## src/rtl/fsr_pkg.sv

```systemverilog
// Shared types for the flash status / write-protect controller.
package fsr_pkg;
    localparam int PROT_W = 3;

    typedef enum logic [1:0] {
        OP_WRSR = 2'd0,
        OP_PP   = 2'd1,
        OP_SE   = 2'd2,
        OP_BE   = 2'd3
    } cyc_op_e;

    typedef struct packed {
        logic              lock;
        logic [PROT_W-1:0] prot;
    } nv_bits_t;
endpackage

```

## src/rtl/fsr_prot_map.sv

```systemverilog
// Protected-region check. Level v (1..LEVELS-1) protects the addresses
// whose top (LEVELS-v) bits are all ones; level LEVELS protects all, 0 none.
// Assumes ADDR_W >= LEVELS-1.
module fsr_prot_map #(
    parameter int ADDR_W = 24,
    parameter int PROT_W = 3
) (
    input  logic [PROT_W-1:0] prot,
    input  logic [ADDR_W-1:0] addr,
    output logic              hit
);
    localparam int LEVELS = (1 << PROT_W) - 1;
    localparam int LOW_HI = ADDR_W - LEVELS;

    logic [LEVELS:0] lvl_hit;
    logic            unused_low;

    assign lvl_hit[0]      = 1'b0;
    assign lvl_hit[LEVELS] = 1'b1;

    // one all-ones detector on the top address bits per partial level
    for (genvar v = 1; v < LEVELS; v++) begin : g_lvl
        localparam int TOPB = LEVELS - v;
        assign lvl_hit[v] = &addr[ADDR_W-1 -: TOPB];
    end

    assign hit        = lvl_hit[prot];
    assign unused_low = ^addr[LOW_HI:0];
endmodule

```

## src/rtl/fsr_nv_bits.sv

```systemverilog
// Holds the lock and protect bits. rst_n does not touch them; their
// power-up value comes from INIT. A commit loads new bits.
module fsr_nv_bits
    import fsr_pkg::*;
#(
    parameter logic [PROT_W:0] INIT = '0
) (
    input  logic     clk,
    input  logic     commit,
    input  nv_bits_t wdata,
    output nv_bits_t nv
);
    nv_bits_t nv_q = nv_bits_t'(INIT);

    // load new lock/protect bits when a status write completes
    always_ff @(posedge clk) begin
        if (commit) begin
            nv_q <= wdata;
        end
    end

    assign nv = nv_q;
endmodule

```

## src/rtl/fsr_accept.sv

```systemverilog
// Combinational accept/reject decision for a decoded command strobe.
// Assumes at most one strobe per cycle. While busy, it raises nothing.
module fsr_accept
    import fsr_pkg::*;
(
    input  logic    wren,
    input  logic    wrdi,
    input  logic    wrsr,
    input  logic    pp,
    input  logic    se,
    input  logic    be,
    input  logic    wel,
    input  logic    busy,
    input  logic    lock,
    input  logic    wp_n,
    input  logic    prot_zero,
    input  logic    prot_hit,
    output logic    ack,
    output logic    nak,
    output logic    start,
    output cyc_op_e op,
    output logic    wel_set,
    output logic    wel_clr,
    output logic    take_wrsr
);
    logic hw_locked;
    assign hw_locked = lock && !wp_n;

    // rule on the single active strobe
    always_comb begin
        ack       = 1'b0;
        nak       = 1'b0;
        start     = 1'b0;
        op        = OP_WRSR;
        wel_set   = 1'b0;
        wel_clr   = 1'b0;
        take_wrsr = 1'b0;
        if (!busy) begin
            if (wren) begin
                ack     = 1'b1;
                wel_set = 1'b1;
            end else if (wrdi) begin
                ack     = 1'b1;
                wel_clr = 1'b1;
            end else if (wrsr) begin
                if (wel && !hw_locked) begin
                    ack       = 1'b1;
                    start     = 1'b1;
                    take_wrsr = 1'b1;
                end else begin
                    nak = 1'b1;
                end
            end else if (pp || se) begin
                if (wel && !prot_hit) begin
                    ack   = 1'b1;
                    start = 1'b1;
                    op    = pp ? OP_PP : OP_SE;
                end else begin
                    nak = 1'b1;
                end
            end else if (be) begin
                if (wel && prot_zero) begin
                    ack   = 1'b1;
                    start = 1'b1;
                    op    = OP_BE;
                end else begin
                    nak = 1'b1;
                end
            end
        end
    end
endmodule

```

## src/rtl/fsr_wp_ctrl.sv

```systemverilog
// Flash status register and write-protect controller. It holds WEL and
// BUSY, rules on decoded command strobes, starts the internal cycle and
// commits a status write when the cycle ends. Strobes are one-hot.
module fsr_wp_ctrl
    import fsr_pkg::*;
#(
    parameter int              ADDR_W  = 24,
    parameter logic [PROT_W:0] NV_INIT = '0
) (
    input  logic              clk,
    input  logic              rst_n,
    input  logic              wp_n,
    input  logic              cmd_wren,
    input  logic              cmd_wrdi,
    input  logic              cmd_wrsr,
    input  logic [7:0]        wrsr_data,
    input  logic              cmd_pp,
    input  logic              cmd_se,
    input  logic              cmd_be,
    input  logic [ADDR_W-1:0] cmd_addr,
    input  logic              cyc_done,
    output logic [7:0]        status,
    output logic              cmd_ack,
    output logic              cmd_nak,
    output logic              cyc_start,
    output logic [1:0]        cyc_op
);
    logic     wel_q, busy_q, pend_wrsr_q;
    nv_bits_t pend_nv_q, nv;
    logic     ack_q, nak_q, start_q;
    cyc_op_e  op_q;

    logic     prot_hit, commit;
    logic     d_ack, d_nak, d_start, d_wel_set, d_wel_clr, d_take;
    cyc_op_e  d_op;
    logic     unused_data;

    assign unused_data = ^{wrsr_data[6:5], wrsr_data[1:0]};
    assign commit      = busy_q && cyc_done && pend_wrsr_q;

    fsr_prot_map #(.ADDR_W(ADDR_W), .PROT_W(PROT_W)) prot_i (
        .prot (nv.prot),
        .addr (cmd_addr),
        .hit  (prot_hit)
    );

    fsr_nv_bits #(.INIT(NV_INIT)) nv_i (
        .clk    (clk),
        .commit (commit),
        .wdata  (pend_nv_q),
        .nv     (nv)
    );

    fsr_accept acc_i (
        .wren      (cmd_wren),
        .wrdi      (cmd_wrdi),
        .wrsr      (cmd_wrsr),
        .pp        (cmd_pp),
        .se        (cmd_se),
        .be        (cmd_be),
        .wel       (wel_q),
        .busy      (busy_q),
        .lock      (nv.lock),
        .wp_n      (wp_n),
        .prot_zero (nv.prot == '0),
        .prot_hit  (prot_hit),
        .ack       (d_ack),
        .nak       (d_nak),
        .start     (d_start),
        .op        (d_op),
        .wel_set   (d_wel_set),
        .wel_clr   (d_wel_clr),
        .take_wrsr (d_take)
    );

    // register the decision flags for the cycle after the strobe
    always_ff @(posedge clk) begin
        if (!rst_n) begin
            ack_q   <= 1'b0;
            nak_q   <= 1'b0;
            start_q <= 1'b0;
            op_q    <= OP_WRSR;
        end else begin
            ack_q   <= d_ack;
            nak_q   <= d_nak;
            start_q <= d_start;
            if (d_start) begin
                op_q <= d_op;
            end
        end
    end

    // volatile state: latch, busy flag and pending status-write data
    always_ff @(posedge clk) begin
        if (!rst_n) begin
            wel_q       <= 1'b0;
            busy_q      <= 1'b0;
            pend_wrsr_q <= 1'b0;
            pend_nv_q   <= '0;
        end else if (busy_q && cyc_done) begin
            busy_q      <= 1'b0;
            wel_q       <= 1'b0;
            pend_wrsr_q <= 1'b0;
        end else if (d_start) begin
            busy_q      <= 1'b1;
            pend_wrsr_q <= d_take;
            if (d_take) begin
                pend_nv_q <= '{lock: wrsr_data[7], prot: wrsr_data[4:2]};
            end
        end else if (d_wel_set) begin
            wel_q <= 1'b1;
        end else if (d_wel_clr) begin
            wel_q <= 1'b0;
        end
    end

    assign status    = {nv.lock, 2'b00, nv.prot, wel_q, busy_q};
    assign cmd_ack   = ack_q;
    assign cmd_nak   = nak_q;
    assign cyc_start = start_q;
    assign cyc_op    = op_q;
endmodule

```

## config.mk

```make
export PLATFORM = sky130hd
export DESIGN_NAME = fsr_wp_ctrl
export DESIGN_NICKNAME = d
export VERILOG_FILES = /design/src/rtl/fsr_pkg.sv /design/src/rtl/fsr_prot_map.sv /design/src/rtl/fsr_nv_bits.sv /design/src/rtl/fsr_accept.sv /design/src/rtl/fsr_wp_ctrl.sv
export SDC_FILE = /design/constraint.sdc
export NUM_CORES = 1
export LEC_CHECK = 0
export ABC_AREA = 0
export BUFFER_PORTS_ARGS = -buffer_cell sky130_fd_sc_hd__buf_2
export CORE_MARGIN = 5
export CORE_UTILIZATION = 36
export CTS_CLUSTER_DIAMETER = 200
export DETAILED_ROUTE_END_ITERATION = 12
export GPL_ROUTABILITY_DRIVEN = 0
export GPL_TIMING_DRIVEN = 0
export PLACE_DENSITY = 0.78
export SYNTH_ARGS = -nofsm -noshare
export SYNTH_HDL_FRONTEND = slang
export SYNTH_SLANG_ARGS = --single-unit
```

## constraint.sdc

```tcl
create_clock -name clk -period 1.7 [get_ports clk]
set_clock_uncertainty 0.1 [all_clocks]
set_input_delay 0.255 -clock clk [delete_from_list [all_inputs] [get_ports clk]]
set_output_delay 0.255 -clock clk [all_outputs]
set_load 0.05 [all_outputs]
```

==> key figures, run 1 <==
Outcome
  • Result of the run: finished, violations left
  • Violated checks: setup timing

Logic synthesis
  • Top cell types by occurrence after synthesis: 12 x sky130_fd_sc_hd__dfxtp_1, 7 x sky130_fd_sc_hd__nand2_1, 6 x sky130_fd_sc_hd__nor2b_1, 5 x sky130_fd_sc_hd__buf_4, 5 x sky130_fd_sc_hd__mux2i_1
  • Asr flop ratio synth: 0%
  • Count of yosys warnings during synthesis: 0
  • Cell taking the most area after synthesis: sky130_fd_sc_hd__dfxtp_1
  • Mean instance size in the synthesized netlist: 10.1 µm²
  • Most used flip-flop cell after synthesis: sky130_fd_sc_hd__dfxtp_1
  • Cell types occupying the most area after synthesis: sky130_fd_sc_hd__dfxtp_1 30%, sky130_fd_sc_hd__edfxtp_1 15%, sky130_fd_sc_hd__mux2i_1 6.3%
  • Seq/Total Area, Yosys: 45.4%
  • Library cells used by synthesis: 32
  • Synthesized netlist cell count: 79
  • Flip-flop and latch count after synthesis: 16
  • Netlist area before placement: between 700 and 800 µm²
  • Number of enable flip-flop cells after synthesis: 4
  • Cell with the most instances after synthesis: sky130_fd_sc_hd__dfxtp_1
  • Top cell type's share of synthesized area: about 30%

Global routing
  • Largest net degree at the start of global routing: 11
  • Global-route wire length before repair: 3080 µm
  • Remaining global-route overflow: 0
  • Initial antenna violation count: 0
  • Number of global-route vias before repair: 739
  • Total track usage: 11.9%

Clock tree
  • Root Buffer: sky130_fd_sc_hd__clkbuf_4
  • Cts bufs inserted: 3
  • H-tree level count: 1
  • CTS tree: yes
  • Number of buffers inserted for hold repair after clock tree synthesis: 0
  • Clock buffer depth: 2
  • TritonCTS sink count: 16
  • Source-to-sink clock delay at the later pin of the worst-skew pair: 0.28 ns
  • Clock Pin Slew Worst Setup and Hold Paths: 0.09 ns

Drt
  • DRC: 0
  • Average wire per cell in the routed design: around 13 µm
  • Detail-routed via count per cell: 4.76
  • Router iterations before antenna repair: 4
  • Vias: 704
  • Number of design-rule violations left by the first detailed-router iteration: 10
  • Post-Route WL: 1900 µm
  • Antenna violation net count after detailed routing: 0

Floorplanning
  • Area enclosed by the die boundary: 0.00325 mm²
  • Count of boundary I/O pins: 55
  • Vert. Die Dim: 57.0 µm
  • Initial core utilization: 36.6%
  • Core area: 0.00217 mm²
  • Placement row count: 17
  • Horizontal extent of the die: around 57 µm

Run
  • Max-cap viol count: 0

Worst setup path
  • Critical Path RT: 1.76 ns
  • Data arrival time of the critical path: ~1.8 ns
  • CP Capture Type: flip-flop
  • CP startpoint kind: flip-flop
  • Critical path peak fanout: 6
  • Worst Path Class, Setup: flip-flop to flip-flop

Power and ir drop
  • Total power per unit cell area: 665 mW/mm²
  • Worst voltage drop across the vdd grid: between 400 and 500 µV
  • Combinational share of power: 18.8%
  • Switching power share of the total: a little over a quarter
  • P_int: between 500 and 600 µW
  • Sequential group share of total power: 54.4%
  • Standby leakage power: 0.000474 µW
  • Net Sw Power: 202 µW
  • Clock share of power: around 27%

Placement
  • Post-place instance area: 995 µm²
  • Hpwl dp: around 1400 µm
  • PortBufs: 30
  • Worst slack, placed: -0.0339 ns
  • Placed Cells: 138

Timing
  • Part of the cycle the worst path needs: 100%
  • Setup repair after global routing missed its margin: true
  • Final setup violation count: 1
  • Min cycle time layout: between 1.5 and 2 ns
  • Fin. max-slew vios: 0
  • Maximum clock rate: 586 MHz
  • Final critical-path setup slack: -0.00592 ns
  • Final hold violations: 0

Final layout
  • Total number of nets in the final design: 163
  • Synthesis-to-layout area growth: 39.7%
  • Layout Cells excl Fill: around 150
  • Util after Layout: 51.2%
  • Count of antenna diodes in the layout: 0
  • Share of final-layout standard cells stronger than drive strength 1: 48.3%
  • Final Cell Area: about 0.0011 mm²

Min path
  • Type of the most critical hold path: input pin to flip-flop
-- cell usage in the layout, fill, tap and decap left out, types with 2 or more instances in the layout --
cell type and instances:
sky130_fd_sc_hd__mux2i_1 5, sky130_fd_sc_hd__edfxtp_1 4, sky130_fd_sc_hd__nand2_1 7, sky130_fd_sc_hd__buf_2 30, sky130_fd_sc_hd__nor2b_1 6, sky130_fd_sc_hd__clkbuf_4 3, sky130_fd_sc_hd__nand2b_1 2, sky130_fd_sc_hd__inv_1 3
sky130_fd_sc_hd__buf_4 10, sky130_fd_sc_hd__nor2_1 4, sky130_fd_sc_hd__conb_1 2, sky130_fd_sc_hd__a21oi_1 2, sky130_fd_sc_hd__dfxtp_1 11, sky130_fd_sc_hd__o21ai_1 4
-- power groups by stage --
stage               Combinational, µW  Sequential, µW  Clock (µW)
global placement                  122             409           0
finish                            139             401         198
CTS                               127             401         212
floorplan                        67.3             424           0
global route                      149             402         227
detailed placement                125             410           0
-- repair_timing --
action / in CTS / in global routing
endpoints found under the setup margin: 4 / 9
gates cloned: 0 / 0
gates resized for setup: 0 / 8
buffers inserted: 4 / 2
pin swaps: 2 / 5
-- critical path, stage by stage, from the launching register on --
cell	delay (ns)
sky130_fd_sc_hd__edfxtp_1	0.44
sky130_fd_sc_hd__a211oi_2	0.27
sky130_fd_sc_hd__o21ai_2	0.10
sky130_fd_sc_hd__a2111oi_4	0.30
sky130_fd_sc_hd__buf_6	0.18
sky130_fd_sc_hd__o21ai_4	0.06
sky130_fd_sc_hd__mux2i_1	0.13
-- final timing paths --
check | start | endpoint | slack [ns] | cells after the start
worst max-delay path | nv_i.nv[0]$_DFFE_PP_ | cyc_op[1]$_SDFFE_PN0P_ | -0.006 | 6
worst min-delay path | wrsr_data[4] | pend_nv_q[2]$_SDFFE_PN0P_ | 0.14 | 3
worst max register to register | nv_i.nv[0]$_DFFE_PP_ | cyc_op[1]$_SDFFE_PN0P_ | -0.006 | 6
worst min register to register | pend_nv_q[1]$_SDFFE_PN0P_ | nv_i.nv[1]$_DFFE_PP_ | 0.35 | 0
-- routing by layer --
layer	vias to the layer above	part of all wire, %	GRT usage (%)
li1	361	-	-
met2	23	51	20.4
met1	320	44	14.3
met5	-	0	0
met4	0	0	3.97
met3	0	4.8	3.39
-- state kept, by name, indices dropped and copies added (netlist names) --
register / flops
pend_nv_q: 4
cmd_nak: 1
cyc_start: 1
cyc_op: 2
pend_wrsr_q: 1
busy_q: 1
wel_q: 1
cmd_ack: 1
nv_i.nv: 4
-- layout make-up --
class	count	area [µm²]
Inverter	3	11.3
Fill cell	227	1060
Sequential cell	16	362
Clock buffer	3	22.5
Buffer	6	46.3
Timing Repair Buffer	36	199
Tap cell	28	35.0
Multi-Input combinational cell	55	430
Clock inverter	1	3.75
-- stage by stage --
step                power (µW)  hold slack (ns)  setup TNS (ns)
floorplan                  492            0.294          -0.861
global placement           531            0.316         -0.0107
detailed placement         534            0.324         -0.0703
CTS                        739            0.127         -0.0124
global route               778            0.150          -0.494
finish                     738            0.138        -0.00592
-- cell families after synthesis --
family,synth area share [%]
AO/OA/AOI/OAI,20.6
buffers and inverters,7.24
flip-flops,45.4
multiplexers,6.30
other,0.472
AND/OR/NAND/NOR,20.0
No activity file was read; power rests on OpenSTA's default activity.
==> run 2: changes to the inputs <==
--- a/config.mk
+++ b/config.mk
@@ -7,13 +7,15 @@
 export LEC_CHECK = 0
 export ABC_AREA = 0
 export BUFFER_PORTS_ARGS = -buffer_cell sky130_fd_sc_hd__buf_2
+export CELL_PAD_IN_SITES_DETAIL_PLACEMENT = 0
+export CELL_PAD_IN_SITES_GLOBAL_PLACEMENT = 2
 export CORE_MARGIN = 5
-export CORE_UTILIZATION = 36
+export CORE_UTILIZATION = 19
 export CTS_CLUSTER_DIAMETER = 200
 export DETAILED_ROUTE_END_ITERATION = 12
 export GPL_ROUTABILITY_DRIVEN = 0
 export GPL_TIMING_DRIVEN = 0
-export PLACE_DENSITY = 0.78
+export PLACE_DENSITY = 0.76
 export SYNTH_ARGS = -nofsm -noshare
 export SYNTH_HDL_FRONTEND = slang
 export SYNTH_SLANG_ARGS = --single-unit
==> run 2 against run 1 <==
  * The run still ends with setup timing left
  * Worst setup slack got worse by 0.014 ns
  * Die area grew 72%
  * Non-clock buffer count fell by 2
  * Count of clock-buffer cells in the layout is the same
  * Final cell count up 14%
  * Flip-flop and latch count stayed put
  * Register-to-register slack hardly changed
  * Critical path type unchanged
  * Largest cell class unchanged
  * Largest power group unchanged
  * Highest routed layer is now met4
==> key figures, run 2 (synthesis results as in run 1) <==
Worst setup path
  • CP Capture Type: flip-flop
  • Critical Path RT: 1.73 ns
  • Data arrival time of the critical path: between 1.5 and 2 ns
  • Worst Path Class, Setup: flip-flop to flip-flop
  • CP startpoint kind: flip-flop
  • Critical path peak fanout: 6

Timing
  • Final setup violation count: 3
  • Part of the cycle the worst path needs: 101%
  • Final hold violations: 0
  • Setup repair after global routing missed its margin: true
  • Min cycle time layout: 1.72 ns
  • Fin. max-slew vios: 0
  • Final critical-path setup slack: -0.0203 ns
  • Maximum clock rate: 581 MHz

Final layout
  • Util after Layout: roughly 28%
  • Synthesis-to-layout area growth: 43.5%
  • Layout Cells excl Fill: 168
  • Commonest non-fill, non-tap cell in the layout: sky130_fd_sc_hd__buf_2
  • Commonest non-fill, non-tap cells in the layout: 30 x sky130_fd_sc_hd__buf_2, 11 x sky130_fd_sc_hd__dfxtp_1, 8 x sky130_fd_sc_hd__buf_4
  • Share of final-layout standard cells stronger than drive strength 1: 47.5%
  • Final Cell Area: 0.00114 mm²
  • Total number of nets in the final design: 161
  • Count of antenna diodes in the layout: 0
  • Fill cells: 446

Drt
  • Average wire per cell in the routed design: around 12 µm
  • Vias: around 700
  • Router iterations before antenna repair: 4
  • DRC: 0
  • Number of design-rule violations left by the first detailed-router iteration: 17
  • Detail-routed via count per cell: 4.10
  • Post-Route WL: 1930 µm
  • Antenna violation net count after detailed routing: 0

Placement
  • Post-place instance area: between 0.001 and 0.0015 mm²
  • Hpwl dp: ~1500 µm
  • PortBufs: 30
  • Placed Cells: 160

Clock tree
  • CTS tree: yes
  • TritonCTS sink count: 16
  • H-tree level count: 1
  • Source-to-sink clock delay at the later pin of the worst-skew pair: 0.24 ns
  • Clock Pin Slew Worst Setup and Hold Paths: 0.06 ns
  • Clock buffer depth: 2
  • Cts bufs inserted: 3
  • Number of buffers inserted for hold repair after clock tree synthesis: 0
  • Root Buffer: sky130_fd_sc_hd__clkbuf_8

Power and ir drop
  • Post-layout total power: 827 µW
  • Worst voltage drop across the vdd grid: 269 µV
  • Total power per unit cell area: ~730 mW/mm²
  • Standby leakage power: 0.000472 µW

Floorplanning
  • Area enclosed by the die boundary: 0.00557 mm²
  • Initial core utilization: around a fifth
  • Horizontal extent of the die: 74.7 µm
  • Count of boundary I/O pins: 55
  • Placement row count: 23
  • Core area: 0.00403 mm²
  • Vert. Die Dim: 74.7 µm

Run
  • Max-cap viol count: 0

Global routing
  • Number of global-route vias before repair: 685
  • Global-route wire length before repair: 2960 µm
  • Remaining global-route overflow: 0
  • Largest net degree at the start of global routing: 11
  • Total track usage: 7.03%
  • Initial antenna violation count: 0

Outcome
  • Violated checks: setup timing
  • Result of the run: finished, violations left

Min path
  • Type of the most critical hold path: input pin to flip-flop
## run 2: cell types whose count changed in the layout (fill, tap and decap cells not counted), sizes merged
cell	before	now
buf	41	39
## run 2: repair_timing
item | 4_1_cts | 5_1_grt
pin swaps | 1 | 7
setup endpoints to repair | 5 | 10
resized for setup | 0 | 8
cloned | 0 | 0
buffers inserted | 2 | 2
## run 2: path summary, 6_finish.rpt
check,startpoint,end,slack [ns],cells after the start
setup / recovery,nv_i.nv[0]$_DFFE_PP_,pend_wrsr_q$_SDFFE_PP0P_,-0.02,6
hold / removal,wrsr_data[4],pend_nv_q[2]$_SDFFE_PN0P_,0.17,3
hold reg to reg,pend_nv_q[3]$_SDFFE_PN0P_,nv_i.nv[3]$_DFFE_PP_,0.33,0
setup reg to reg,nv_i.nv[0]$_DFFE_PP_,pend_wrsr_q$_SDFFE_PP0P_,-0.02,6
## run 2: where the power goes
| part | internal [µW] | switching (µW) | leakage, µW |
|---|---|---|---|
| clock network | 160 | 128 | 0.0000231 |
| registers | 397 | 4.94 | 0.000138 |
| logic | 54.6 | 82.7 | 0.000311 |
## run 2: cell type report
class	instances	area [µm²]	share of cell area [%]
flip-flops and latches	16	362	31.7
clock buffers	3	41.3	3.62
inverters	3	11.3	0.988
plain buffers	6	46.3	4.06
multi-input cells	55	429	37.7
clock inverters	1	3.75	0.329
well taps	50	62.6	5.49
repair buffers	34	184	16.1
## run 2: routing by layer
metal / vias to the layer above / GRT usage, % / wire [µm]
li1: 357 / - / -
met1: 307 / 7.84 / 796
met2: 22 / 11.8 / 913
met3: 2 / 1.74 / 202
met4: 0 / 4.74 / 19
met5: - / 0 / 0
## run 2: metrics by stage
step           hold slack [ns]  TNS, ns  setup slack [ns]
2_1_floorplan            0.294   -0.861            -0.179
3_3_place_gp             0.314   -0.200           -0.0595
3_5_place_dp             0.315   -0.320           -0.0847
4_1_cts                  0.173   -0.107           -0.0402
5_1_grt                  0.180   -0.590            -0.142
6_report                 0.173  -0.0523           -0.0203
## run 2: worst max-delay path, stage by stage, from the launching register on
cell                        delay [ns]
sky130_fd_sc_hd__edfxtp_1         0.45
sky130_fd_sc_hd__a211oi_2         0.26
sky130_fd_sc_hd__o21ai_2          0.10
sky130_fd_sc_hd__a2111oi_4        0.30
sky130_fd_sc_hd__buf_6            0.18
sky130_fd_sc_hd__o21a_1           0.14
sky130_fd_sc_hd__o21ai_1          0.07
